<file path="config.mk">
export PLATFORM = sky130hd
export DESIGN_NAME = spi_mem_slave
export DESIGN_NICKNAME = d
export VERILOG_FILES = /design/src/rtl/spi_mem_pkg.sv /design/src/rtl/spi_in_sync.sv /design/src/rtl/spi_cmd_ctrl.sv /design/src/rtl/spi_tx_shift.sv /design/src/rtl/spi_mem_slave.sv
export SDC_FILE = /design/constraint.sdc
export NUM_CORES = 1
export LEC_CHECK = 0
export BUFFER_PORTS_ARGS = -buffer_cell sky130_fd_sc_hd__buf_2
export CORE_MARGIN = 2
export CORE_UTILIZATION = 55
export CTS_BUF_LIST = sky130_fd_sc_hd__clkbuf_8
export DETAILED_ROUTE_END_ITERATION = 12
export PLACE_DENSITY = 0.78
export REMOVE_ABC_BUFFERS = 1
export SLEW_MARGIN = 20
export SYNTH_ARGS = -nofsm -noshare
export SYNTH_HDL_FRONTEND = slang
export SYNTH_SLANG_ARGS = --single-unit
export TNS_END_PERCENT = 50
</file>
<file path="constraint.sdc">
create_clock -name clk -period 2.4 [get_ports clk]
set_input_delay 0.6 -clock clk [delete_from_list [all_inputs] [get_ports clk]]
set_output_delay 0.6 -clock clk [all_outputs]
set_load 0.02 [all_outputs]
</file>
<file path="src/rtl/spi_mem_pkg.sv">
package spi_mem_pkg;
   localparam int BYTE_W = 8;

   localparam logic [7:0] OPC_STAT_WR = 8'h01;
   localparam logic [7:0] OPC_ARR_WR  = 8'h02;
   localparam logic [7:0] OPC_ARR_RD  = 8'h03;
   localparam logic [7:0] OPC_LATCH_CLR = 8'h04;
   localparam logic [7:0] OPC_STAT_RD = 8'h05;
   localparam logic [7:0] OPC_LATCH_SET = 8'h06;

   typedef enum logic [2:0] {
      K_NONE, K_ARR_RD, K_ARR_WR, K_STAT_RD, K_STAT_WR
   } kind_e;

   typedef enum logic [1:0] {
      PH_OPC, PH_ADDR, PH_DATA, PH_SKIP
   } phase_e;

   function automatic kind_e kind_of(input logic [7:0] opc);
      case (opc)
         OPC_ARR_RD:  return K_ARR_RD;
         OPC_ARR_WR:  return K_ARR_WR;
         OPC_STAT_RD: return K_STAT_RD;
         OPC_STAT_WR: return K_STAT_WR;
         default:     return K_NONE;
      endcase
   endfunction
endpackage

</file>
<file path="src/rtl/spi_in_sync.sv">
module spi_in_sync #(
   parameter int WIDTH   = 4,
   parameter int STAGES  = 2,
   parameter logic [WIDTH-1:0] RST_VAL = '0
) (
   input  logic             clk,
   input  logic             rst_n,
   input  logic [WIDTH-1:0] d,
   output logic [WIDTH-1:0] q
);
   logic [WIDTH-1:0] stg [STAGES];

   for (genvar i = 0; i < STAGES; i++) begin : g_stage
      if (i == 0) begin : g_first
         always_ff @(posedge clk or negedge rst_n) begin
            if (!rst_n) stg[i] <= RST_VAL;
            else        stg[i] <= d;
         end
      end else begin : g_next
         always_ff @(posedge clk or negedge rst_n) begin
            if (!rst_n) stg[i] <= RST_VAL;
            else        stg[i] <= stg[i-1];
         end
      end
   end

   assign q = stg[STAGES-1];
endmodule

</file>
<file path="src/rtl/spi_cmd_ctrl.sv">
module spi_cmd_ctrl
   import spi_mem_pkg::*;
#(
   parameter int ADDR_W     = 11,
   parameter int ADDR_BYTES = 2
) (
   input  logic              clk,
   input  logic              rst_n,
   input  logic              sel,
   input  logic              rise,
   input  logic              si_s,
   output logic              out_phase,
   output logic              mem_rd,
   output logic              mem_wr,
   output logic [ADDR_W-1:0] mem_addr,
   output logic [BYTE_W-1:0] mem_wdata,
   output logic              sr_wr,
   output logic [BYTE_W-1:0] sr_wdata,
   output logic              sr_load,
   output logic              wel_set,
   output logic              wel_clr
);
   localparam int CNT_W = (ADDR_BYTES > 1) ? $clog2(ADDR_BYTES) : 1;
   localparam logic [CNT_W-1:0] LAST_ABYTE = CNT_W'(ADDR_BYTES - 1);

   logic [2:0]        bit_q;
   logic [6:0]        rx_q;
   logic [BYTE_W-1:0] rx_byte;
   logic [CNT_W-1:0]  abyte_q;
   logic [ADDR_W-1:0] addr_q, addr_nx, addr_inc;
   phase_e            ph_q;
   kind_e             kind_q;

   assign rx_byte  = {rx_q, si_s};
   assign addr_nx  = ADDR_W'({addr_q, rx_byte});
   assign addr_inc = addr_q + ADDR_W'(1);

   always_ff @(posedge clk or negedge rst_n) begin
      if (!rst_n) begin
         bit_q <= '0; rx_q <= '0; abyte_q <= '0; addr_q <= '0;
         ph_q <= PH_OPC; kind_q <= K_NONE;
         mem_rd <= 1'b0; mem_wr <= 1'b0; sr_wr <= 1'b0; sr_load <= 1'b0;
         wel_set <= 1'b0; wel_clr <= 1'b0;
         mem_addr <= '0; mem_wdata <= '0; sr_wdata <= '0;
      end else begin
         mem_rd <= 1'b0; mem_wr <= 1'b0; sr_wr <= 1'b0; sr_load <= 1'b0;
         wel_set <= 1'b0; wel_clr <= 1'b0;
         if (!sel) begin
            bit_q <= '0; abyte_q <= '0; ph_q <= PH_OPC; kind_q <= K_NONE;
         end else if (rise) begin
            rx_q  <= rx_byte[6:0];
            bit_q <= bit_q + 3'd1;
            if (bit_q == 3'd7) begin
               unique case (ph_q)
                  PH_OPC: begin
                     kind_q <= kind_of(rx_byte);
                     case (rx_byte)
                        OPC_ARR_RD, OPC_ARR_WR: ph_q <= PH_ADDR;
                        OPC_STAT_RD: begin ph_q <= PH_DATA; sr_load <= 1'b1; end
                        OPC_STAT_WR: ph_q <= PH_DATA;
                        OPC_LATCH_SET: begin ph_q <= PH_SKIP; wel_set <= 1'b1; end
                        OPC_LATCH_CLR: begin ph_q <= PH_SKIP; wel_clr <= 1'b1; end
                        default: ph_q <= PH_SKIP;
                     endcase
                  end
                  PH_ADDR: begin
                     addr_q  <= addr_nx;
                     abyte_q <= abyte_q + CNT_W'(1);
                     if (abyte_q == LAST_ABYTE) begin
                        ph_q <= PH_DATA;
                        if (kind_q == K_ARR_RD) begin
                           mem_rd   <= 1'b1;
                           mem_addr <= addr_nx;
                        end
                     end
                  end
                  PH_DATA: begin
                     case (kind_q)
                        K_ARR_RD: begin
                           mem_rd <= 1'b1; mem_addr <= addr_inc; addr_q <= addr_inc;
                        end
                        K_ARR_WR: begin
                           mem_wr <= 1'b1; mem_addr <= addr_q; mem_wdata <= rx_byte;
                           addr_q <= addr_inc;
                        end
                        K_STAT_RD: sr_load <= 1'b1;
                        K_STAT_WR: begin
                           sr_wr <= 1'b1; sr_wdata <= rx_byte; ph_q <= PH_SKIP;
                        end
                        default: ph_q <= PH_SKIP;
                     endcase
                  end
                  PH_SKIP: ;
               endcase
            end
         end
      end
   end

   assign out_phase = sel && (ph_q == PH_DATA) &&
                      ((kind_q == K_ARR_RD) || (kind_q == K_STAT_RD));
endmodule

</file>
<file path="src/rtl/spi_tx_shift.sv">
module spi_tx_shift
   import spi_mem_pkg::*;
(
   input  logic              clk,
   input  logic              rst_n,
   input  logic              sel,
   input  logic              fall,
   input  logic              out_phase,
   input  logic              mem_rd,
   input  logic [BYTE_W-1:0] mem_rdata,
   input  logic              sr_load,
   input  logic [BYTE_W-1:0] sr_rdata,
   output logic              so
);
   logic              rd_d;
   logic [BYTE_W-1:0] tx_q;

   always_ff @(posedge clk or negedge rst_n) begin
      if (!rst_n) begin
         rd_d <= 1'b0; tx_q <= '0; so <= 1'b0;
      end else begin
         rd_d <= mem_rd;
         if (rd_d)         tx_q <= mem_rdata;
         else if (sr_load) tx_q <= sr_rdata;
         else if (fall && out_phase) tx_q <= {tx_q[BYTE_W-2:0], 1'b0};
         if (!sel)                   so <= 1'b0;
         else if (fall && out_phase) so <= tx_q[BYTE_W-1];
      end
   end
endmodule

</file>
<file path="src/rtl/spi_mem_slave.sv">
module spi_mem_slave
   import spi_mem_pkg::*;
#(
   parameter int ADDR_W       = 11,
   parameter int ADDR_FRAME_W = 16,
   parameter int SYNC_STAGES  = 2
) (
   input  logic              clk,
   input  logic              rst_n,
   input  logic              sck,
   input  logic              cs_n,
   input  logic              si,
   input  logic              hold_n,
   output logic              so,
   output logic              so_oe,
   output logic              mem_rd,
   output logic              mem_wr,
   output logic [ADDR_W-1:0] mem_addr,
   output logic [7:0]        mem_wdata,
   input  logic [7:0]        mem_rdata,
   input  logic [7:0]        sr_rdata,
   output logic              sr_wr,
   output logic [7:0]        sr_wdata,
   output logic              wel_set,
   output logic              wel_clr
);
   localparam int ADDR_BYTES = ADDR_FRAME_W / BYTE_W;

   if (ADDR_W < 1 || ADDR_W > ADDR_FRAME_W) begin : g_bad_aw
      $error("ADDR_W must lie in 1..ADDR_FRAME_W");
   end
   if (ADDR_FRAME_W % BYTE_W != 0 || ADDR_FRAME_W < BYTE_W) begin : g_bad_fw
      $error("ADDR_FRAME_W must be a whole number of bytes");
   end
   if (SYNC_STAGES < 2) begin : g_bad_sync
      $error("SYNC_STAGES must be at least 2");
   end

   logic [3:0] pins_s;
   logic       sck_s, si_s, cs_s, hold_s, sck_p;
   logic       sel, go, rise, fall, out_phase, sr_load;

   spi_in_sync #(.WIDTH(4), .STAGES(SYNC_STAGES), .RST_VAL(4'b0011)) u_sync (
      .clk(clk), .rst_n(rst_n), .d({sck, si, cs_n, hold_n}), .q(pins_s)
   );
   assign {sck_s, si_s, cs_s, hold_s} = pins_s;

   always_ff @(posedge clk or negedge rst_n) begin
      if (!rst_n) sck_p <= 1'b0;
      else        sck_p <= sck_s;
   end

   assign sel  = ~cs_s;
   assign go   = sel & hold_s;
   assign rise = go & sck_s & ~sck_p;
   assign fall = go & ~sck_s & sck_p;

   spi_cmd_ctrl #(.ADDR_W(ADDR_W), .ADDR_BYTES(ADDR_BYTES)) u_ctrl (
      .clk(clk), .rst_n(rst_n), .sel(sel), .rise(rise), .si_s(si_s),
      .out_phase(out_phase), .mem_rd(mem_rd), .mem_wr(mem_wr),
      .mem_addr(mem_addr), .mem_wdata(mem_wdata), .sr_wr(sr_wr),
      .sr_wdata(sr_wdata), .sr_load(sr_load), .wel_set(wel_set), .wel_clr(wel_clr)
   );

   spi_tx_shift u_tx (
      .clk(clk), .rst_n(rst_n), .sel(sel), .fall(fall), .out_phase(out_phase),
      .mem_rd(mem_rd), .mem_rdata(mem_rdata), .sr_load(sr_load),
      .sr_rdata(sr_rdata), .so(so)
   );

   assign so_oe = out_phase & hold_s;
endmodule

</file>
==> summary.md, run 1 <==
| Metric | Value |
|---|---|
| Status | `finished clean` |
| Crit path required time | `2.64 ns` |
| Worst hold margin | `0.1819 ns` |
| Worst-path clk slew | `0.09 ns` |
| Via count | `3253` |
| PwrDens | `562.5 mW/mm^2` |
| Area Overhead vs Synth | `14.47%` |
| Critical Path AT | `2.41 ns` |
| Critical-path cell list | `inv_1 > ha_1 > nor2b_1 > a21oi_1 > nand2b_1 > a221o_1` |
| FMAX | `459.4 MHz` |
| Filler instances | `627` |
| Vias in the first global route | `3126` |
| Synth Register Bits | `79` |
| Fin area | `0.004771 sq mm` |
| Routing usage on met2 | `35.19%` |
| Measured slew at the worst slew-check pin | `0.4783 ns` |
| Critical path's slowest cell | `a221o_1` |
| RR Startpoint | `u_ctrl.ph_q[1]` |
| First-pass GRT wire length | `15520 microns` |
| Die X | `91.05 microns` |
| DP HPWL | `6324 microns` |
| GRT Total Usage | `23.25%` |
| Root buffer cell | `clkbuf_8` |
| # diodes | `0` |
| Met3 GRT Util | `5.394%` |
| Most frequent cells in the layout | `dfrtp_1 (75), buf_2 (54), nand2_1 (43)` |
| DRC errors left | `0` |
| Routed WL | `9153 microns` |
| Pwr Total | `2.684 mW` |
| Register area share after synthesis | `47.55%` |
| Pleak | `2.279 nW` |
| Layout cells sized above 1 | `29.19%` |
| Post-CTS Hold Buffers | `0` |
| Storage cell area | `0.001982 sq mm` |
| Die ar. | `0.008290 sq mm` |
| Clock sinks | `79` |
| Num rows | `31` |
| Routed Antenna Nets | `0` |
| Input/output buffers | `55` |
| Number of synthesized flops with an enable pin | `0` |
| CTS tree | `built` |
| Maximum root-to-sink buffer count | `2` |
| Met1 Usage GRT | `33.46%` |
| Die height | `91.05 microns` |
| Syn Std Cell Area | `0.004168 sq mm` |
| Initial DRC count | `302` |
| Ys async rst share | `100.0%` |
| WL/cell | `16.40 microns` |
| Total gr overflow | `0` |
| Core ar. | `0.007292 sq mm` |
| Average size of a mapped cell | `10.34 sq um` |
| VDD IR max | `0.4605 mV` |
| Largest stage delay on the critical path | `0.43 ns` |
| R2R cell count | `6` |
| Hold/Removal Path Class | `input pin to asynchronous set/reset pin` |
| Setup CP Type | `register to register` |
| Crit-path max FO | `11` |
| Effective utilization at floorplan | `57.16%` |
| Global placement routability congestion | `0.8782` |
| Multi-input logic area | `0.001967 sq mm` |
| Pin count of the biggest net entering global routing | `34` |
| Gates resized, CTS repair | `0` |
| Synthesis Warnings | `0` |
| MaxCap Viol Count | `0` |
| Initial antenna violation count | `0` |
| Io pins | `56` |
| Kind of end point of the critical path | `register` |
| Mapped Cells | `403` |
| Slew HR | `68.11%` |
| Unrepaired setup endpoints after global routing | `false` |
| Count of final setup violators | `0` |
| Max-slew violation count | `0` |
| Unique masters post-synth | `66` |
| Reg2reg setup slack | `0.22 ns` |
| Post-DP Area | `0.004544 sq mm` |
| Leading cell type in the layout, fill and taps excluded | `dfrtp_1` |
| Final-stage net count | `482` |
| H-Tree Depth | `3` |
| Final Skew | `0.01178 ns` |
| Final Hold Viols | `0` |
| Top FF cell, synth | `dfrtp_1` |
| Vias per cell | `5.830` |
| Worst skew pair latency | `0.36 ns` |
| Reg-to-Reg End | `u_ctrl.addr_q[4]` |
| Crit start category | `register` |
| Pre-Repair DR Iteration Count | `5` |
| Post-layout min period | `2.177 ns` |
| Fin crit share | `90.71%` |
| Most Crowded Layer GR | `met2` |
| Setup Fix Bufs, Post-CTS | `0` |
| CTS Buf Count | `9` |
## routing by layer
metal	up-vias	wire [microns]
met1	1589	4289
met4	0	71
met3	7	525
li1	1551	-
met2	106	4266
met5	-	0
## cells in the mapped netlist, types with 7 or more instances
master / instances / area (sq um)
a31oi_1: 9 / 56.30
buf_2: 7 / 35.03
mux2_2: 25 / 281.5
mux2i_1: 12 / 120.1
nand2b_1: 10 / 62.56
o21ai_0: 24 / 120.1
o31ai_1: 8 / 60.06
nand2_1: 43 / 161.4
nor2_1: 24 / 90.09
dfrtp_1: 75 / 1877
nand3_1: 13 / 65.06
clkbuf_1: 15 / 56.30
inv_1: 13 / 48.80
## power by group
| group | switching, mW | total [mW] | internal (mW) |
|---|---|---|---|
| Sequential | 0.0615 | 1.42 | 1.36 |
| Combinational | 0.0957 | 0.159 | 0.0635 |
| Clock | 0.491 | 1.10 | 0.612 |
| Total | 0.648 | 2.68 | 2.04 |
## per-stage QoR
step	TNS (ns)	setup WS (ns)	instances	util (%)
final	0	0.2231	558	65.43
after global routing	0	0.1096	558	65.43
after CTS	0	0.1348	558	65.39
after detailed placement	0	0.2282	542	62.32
after global placement	0	0.3173	542	62.32
after floorplan	-7.294	-0.5116	370	-
## state kept, by name, indices dropped and copies added (netlist names), 3 cells and up
signal            cells
u_ctrl.sr_wdata       8
u_sync.q              4
u_tx.tx_q             8
u_ctrl.bit_q          3
u_ctrl.rx_q           7
u_sync.stg            4
u_ctrl.mem_addr      11
u_ctrl.mem_wdata      8
u_ctrl.addr_q        11
u_ctrl.kind_q         3
## final cells by class
cell class,instances,share of cell area [%]
multi-input combinational,278,41.23
timing repair buffer,73,8.917
clock inverter,6,1.810
inverter,13,1.023
tap,99,2.596
clock buffer,10,2.885
sequential,79,41.54
## critical path: cells and delay by family, from the launching register on
kind,cells,cell delay (ns)
buf+inv,1,0.11
simple gates,2,0.66
compound gates,2,0.53
flops,1,0.39
fa+ha+maj,1,0.39
## logic make-up (layout without fill, tap and decap cells)
family          after synthesis  after routing  share of synthesized area (%)
flops                        79             79                          47.55
simple gates                146            146                          19.54
buf+inv                      46            102                          5.314
fa+ha+maj                     6              6                          1.801
compound gates               77             77                          12.73
xor+xnor                      6              6                          1.261
mux                          43             43                          11.80
## worst max-delay path by stage
stage | cells after the start | endpoint | slack [ns] | startpoint
2_1_floorplan | 6 | u_ctrl.mem_addr[0] | -0.51 | u_ctrl.ph_q[0]
3_3_place_gp | 7 | u_ctrl.mem_addr[0] | 0.32 | u_ctrl.ph_q[0]
3_5_place_dp | 6 | u_tx.tx_q[4] | 0.23 | u_ctrl.ph_q[0]
4_1_cts | 5 | so_oe | 0.13 | u_ctrl.ph_q[0]
5_1_grt | 5 | so_oe | 0.11 | u_ctrl.ph_q[0]
6_report | 6 | u_ctrl.addr_q[4] | 0.22 | u_ctrl.ph_q[1]
Note: power is estimated with default switching activity, not from simulation.
==> run 2, diff against run 1 <==
--- a/config.mk
+++ b/config.mk
@@ -7,10 +7,10 @@
 export LEC_CHECK = 0
 export BUFFER_PORTS_ARGS = -buffer_cell sky130_fd_sc_hd__buf_2
 export CORE_MARGIN = 2
-export CORE_UTILIZATION = 55
+export CORE_UTILIZATION = 54
 export CTS_BUF_LIST = sky130_fd_sc_hd__clkbuf_8
 export DETAILED_ROUTE_END_ITERATION = 12
-export PLACE_DENSITY = 0.78
+export PLACE_DENSITY = 0.79
 export REMOVE_ABC_BUFFERS = 1
 export SLEW_MARGIN = 20
 export SYNTH_ARGS = -nofsm -noshare
==> constraint.sdc (replaced) <==
create_clock -name clk -period 1.85 [get_ports clk]
set_input_delay 0.4625 -clock clk [delete_from_list [all_inputs] [get_ports clk]]
set_output_delay 0.4625 -clock clk [all_outputs]
set_load 0.02 [all_outputs]
==> summary.md, run 2 (synthesis gave the netlist of run 1 again) <==
| Metric | Value |
|---|---|
| Status | `finished, violations left (was finished clean)` |
| Violated checks | `negative setup slack` |
| H-Tree Depth | `3 (unchanged)` |
| CTS tree | `built (unchanged)` |
| Hold/Removal Path Class | `input pin to asynchronous set/reset pin (unchanged)` |
| Die height | `91.85 microns (was 91.05 microns)` |
| Crit start category | `register (unchanged)` |
| Maximum root-to-sink buffer count | `2 (unchanged)` |
| PwrDens | `667.8 mW/mm^2 (was 562.5 mW/mm^2)` |
| Post-layout min period | `1.901 ns (was 2.177 ns)` |
| Kind of end point of the critical path | `register (unchanged)` |
| Global placement routability congestion | `0.9438 (was 0.8782)` |
| Routed WL | `10010 microns (was 9153 microns)` |
| Pleak | `2.500 nW (was 2.279 nW)` |
| Via count | `3511 (was 3253)` |
| Fin crit share | `102.8% (was 90.71%)` |
| Fin worst setup slack | `-0.05119 ns (was 0.2231 ns)` |
| Top flop regs | `u_ctrl.addr_q (11), u_ctrl.mem_addr (11) (unchanged)` |
| # diodes | `0 (unchanged)` |
| Most frequent cells in the layout | `dfrtp_1 (75), buf_2 (53), buf_4 (53) (was dfrtp_1 (75), buf_2 (54), nand2_1 (43))` |
| Max-slew violation count | `0 (unchanged)` |
| WL/cell | `16.71 microns (was 16.40 microns)` |
| Crit-path max FO | `8 (was 11)` |
| Vias per cell | `5.861 (was 5.830)` |
| Worst hold margin | `0.007517 ns (was 0.1819 ns)` |
| Filler instances | `586 (was 627)` |
| FMAX | `526.0 MHz (was 459.4 MHz)` |
| Num rows | `32 (was 31)` |
| Final Hold Viols | `0 (unchanged)` |
| Met3 GRT Util | `5.341% (was 5.394%)` |
| Worst-path clk slew | `0.08 ns (was 0.09 ns)` |
| Routing usage on met2 | `40.07% (was 35.19%)` |
| Input/output buffers | `55 (unchanged)` |
| Count of final setup violators | `16 (was 0)` |
| VDD IR max | `0.5600 mV (was 0.4605 mV)` |
| Crit path required time | `2.09 ns (was 2.64 ns)` |
| Io pins | `56 (unchanged)` |
| Routed Antenna Nets | `0 (unchanged)` |
| Core ar. | `0.007607 sq mm (was 0.007292 sq mm)` |
| Vias in the first global route | `3456 (was 3126)` |
| Effective utilization at floorplan | `54.79% (was 57.16%)` |
| Layout cells sized above 1 | `37.83% (was 29.19%)` |
| # placed instances | `575 (was 542)` |
| Pin count of the biggest net entering global routing | `39 (was 34)` |
| MaxCap Viol Count | `0 (unchanged)` |
| Leading cell type in the layout, fill and taps excluded | `dfrtp_1 (unchanged)` |
| Final Skew | `0.006348 ns (was 0.01178 ns)` |
| Met1 Usage GRT | `32.64% (was 33.46%)` |
| CTS Buf Count | `9 (unchanged)` |
| Initial DRC count | `244 (was 302)` |
| GRT Total Usage | `24.57% (was 23.25%)` |
| Unrepaired setup endpoints after global routing | `true (was false)` |
| DP HPWL | `7089 microns (was 6324 microns)` |
| Root buffer cell | `clkbuf_8 (unchanged)` |
| Worst skew pair latency | `0.35 ns (was 0.36 ns)` |
| Non-Filler Instances | `599 (was 558)` |
| Reg2reg setup slack | `-0.05 ns (was 0.22 ns)` |
| Total gr overflow | `0 (unchanged)` |
| DRC errors left | `0 (unchanged)` |
| Most Crowded Layer GR | `met2 (unchanged)` |
| Slew HR | `73.84% (was 68.11%)` |
| Measured slew at the worst slew-check pin | `0.3923 ns (was 0.4783 ns)` |
| Initial antenna violation count | `0 (unchanged)` |
| Die ar. | `0.008436 sq mm (was 0.008290 sq mm)` |
| Pre-Repair DR Iteration Count | `6 (was 5)` |
| Setup CP Type | `register to register (unchanged)` |
| First-pass GRT wire length | `16520 microns (was 15520 microns)` |
| Clock sinks | `79 (unchanged)` |
| Critical Path AT | `2.14 ns (was 2.41 ns)` |
| Area Overhead vs Synth | `23.96% (was 14.47%)` |
| Final-stage net count | `520 (was 482)` |
| Die X | `91.85 microns (was 91.05 microns)` |
-- run 2: path summary, 6_finish.rpt --
check / from / end / cells past startpoint
max in group asynchronous: rst_n / u_ctrl.kind_q[2] / 2
hold / removal: rst_n / u_tx.tx_q[2] / 1
hold reg to reg: u_sync.stg[4] / u_sync.q[0] / 0
setup / recovery: u_ctrl.ph_q[0] / u_ctrl.mem_addr[0] / 7
setup reg to reg: u_ctrl.ph_q[0] / u_ctrl.mem_addr[0] / 7
min in group clk: cs_n / u_sync.stg[5] / 1
-- run 2: through the flow --
step                      instance area (sq um)  util [%]  total power [mW]  setup slack [ns]  setup TNS [ns]
final                                      5166     67.91             3.450          -0.05119         -0.3826
after global routing                       5166     67.91             3.576           -0.1270          -1.771
after CTS                                  5062     66.55             3.476          -0.05088         -0.3642
after detailed placement                   4786     62.91             2.104           -0.2484          -4.546
after global placement                     4786     62.91             2.094           -0.1057          -1.839
after floorplan                            3995         -             1.957            -1.062          -30.00
-- run 2: area by class of cell --
type | instances | area, sq um | share of cell area, %
flip-flops and latches | 79 | 1982 | 38.36
clock inverters | 7 | 90.09 | 1.744
multi-input cells | 278 | 2057 | 39.82
repair buffers | 111 | 737.0 | 14.26
inverters | 13 | 48.80 | 0.9445
clock buffers | 9 | 123.9 | 2.398
well taps | 102 | 127.6 | 2.470
-- run 2: layer usage --
| metal | vias up | part of all wire [%] |
|---|---|---|
| met4 | 0 | 2.5 |
| li1 | 1623 | - |
| met2 | 136 | 50 |
| met1 | 1722 | 42 |
| met3 | 30 | 5.4 |
| met5 | - | 0 |
-- run 2: timing repair --
action / 4_1_cts / 5_1_grt
pin swaps: 5 / 7
setup endpoints to repair: 42 / 39
hold buffers: 0 / 0
buffers inserted: 3 / 5
resized for setup: 10 / 18
-- run 2: critical path, stage by stage (launching register included) --
cell,delay (ns)
dfrtp_1,0.41
inv_2,0.09
ha_4,0.17
inv_1,0.07
o32a_4,0.39
nor3_4,0.16
buf_12,0.17
mux2_2,0.33
-- run 2: power breakdown --
part           switching, mW  internal, mW
Clock                  0.626         0.752
Combinational          0.155         0.104
Sequential            0.0483          1.76
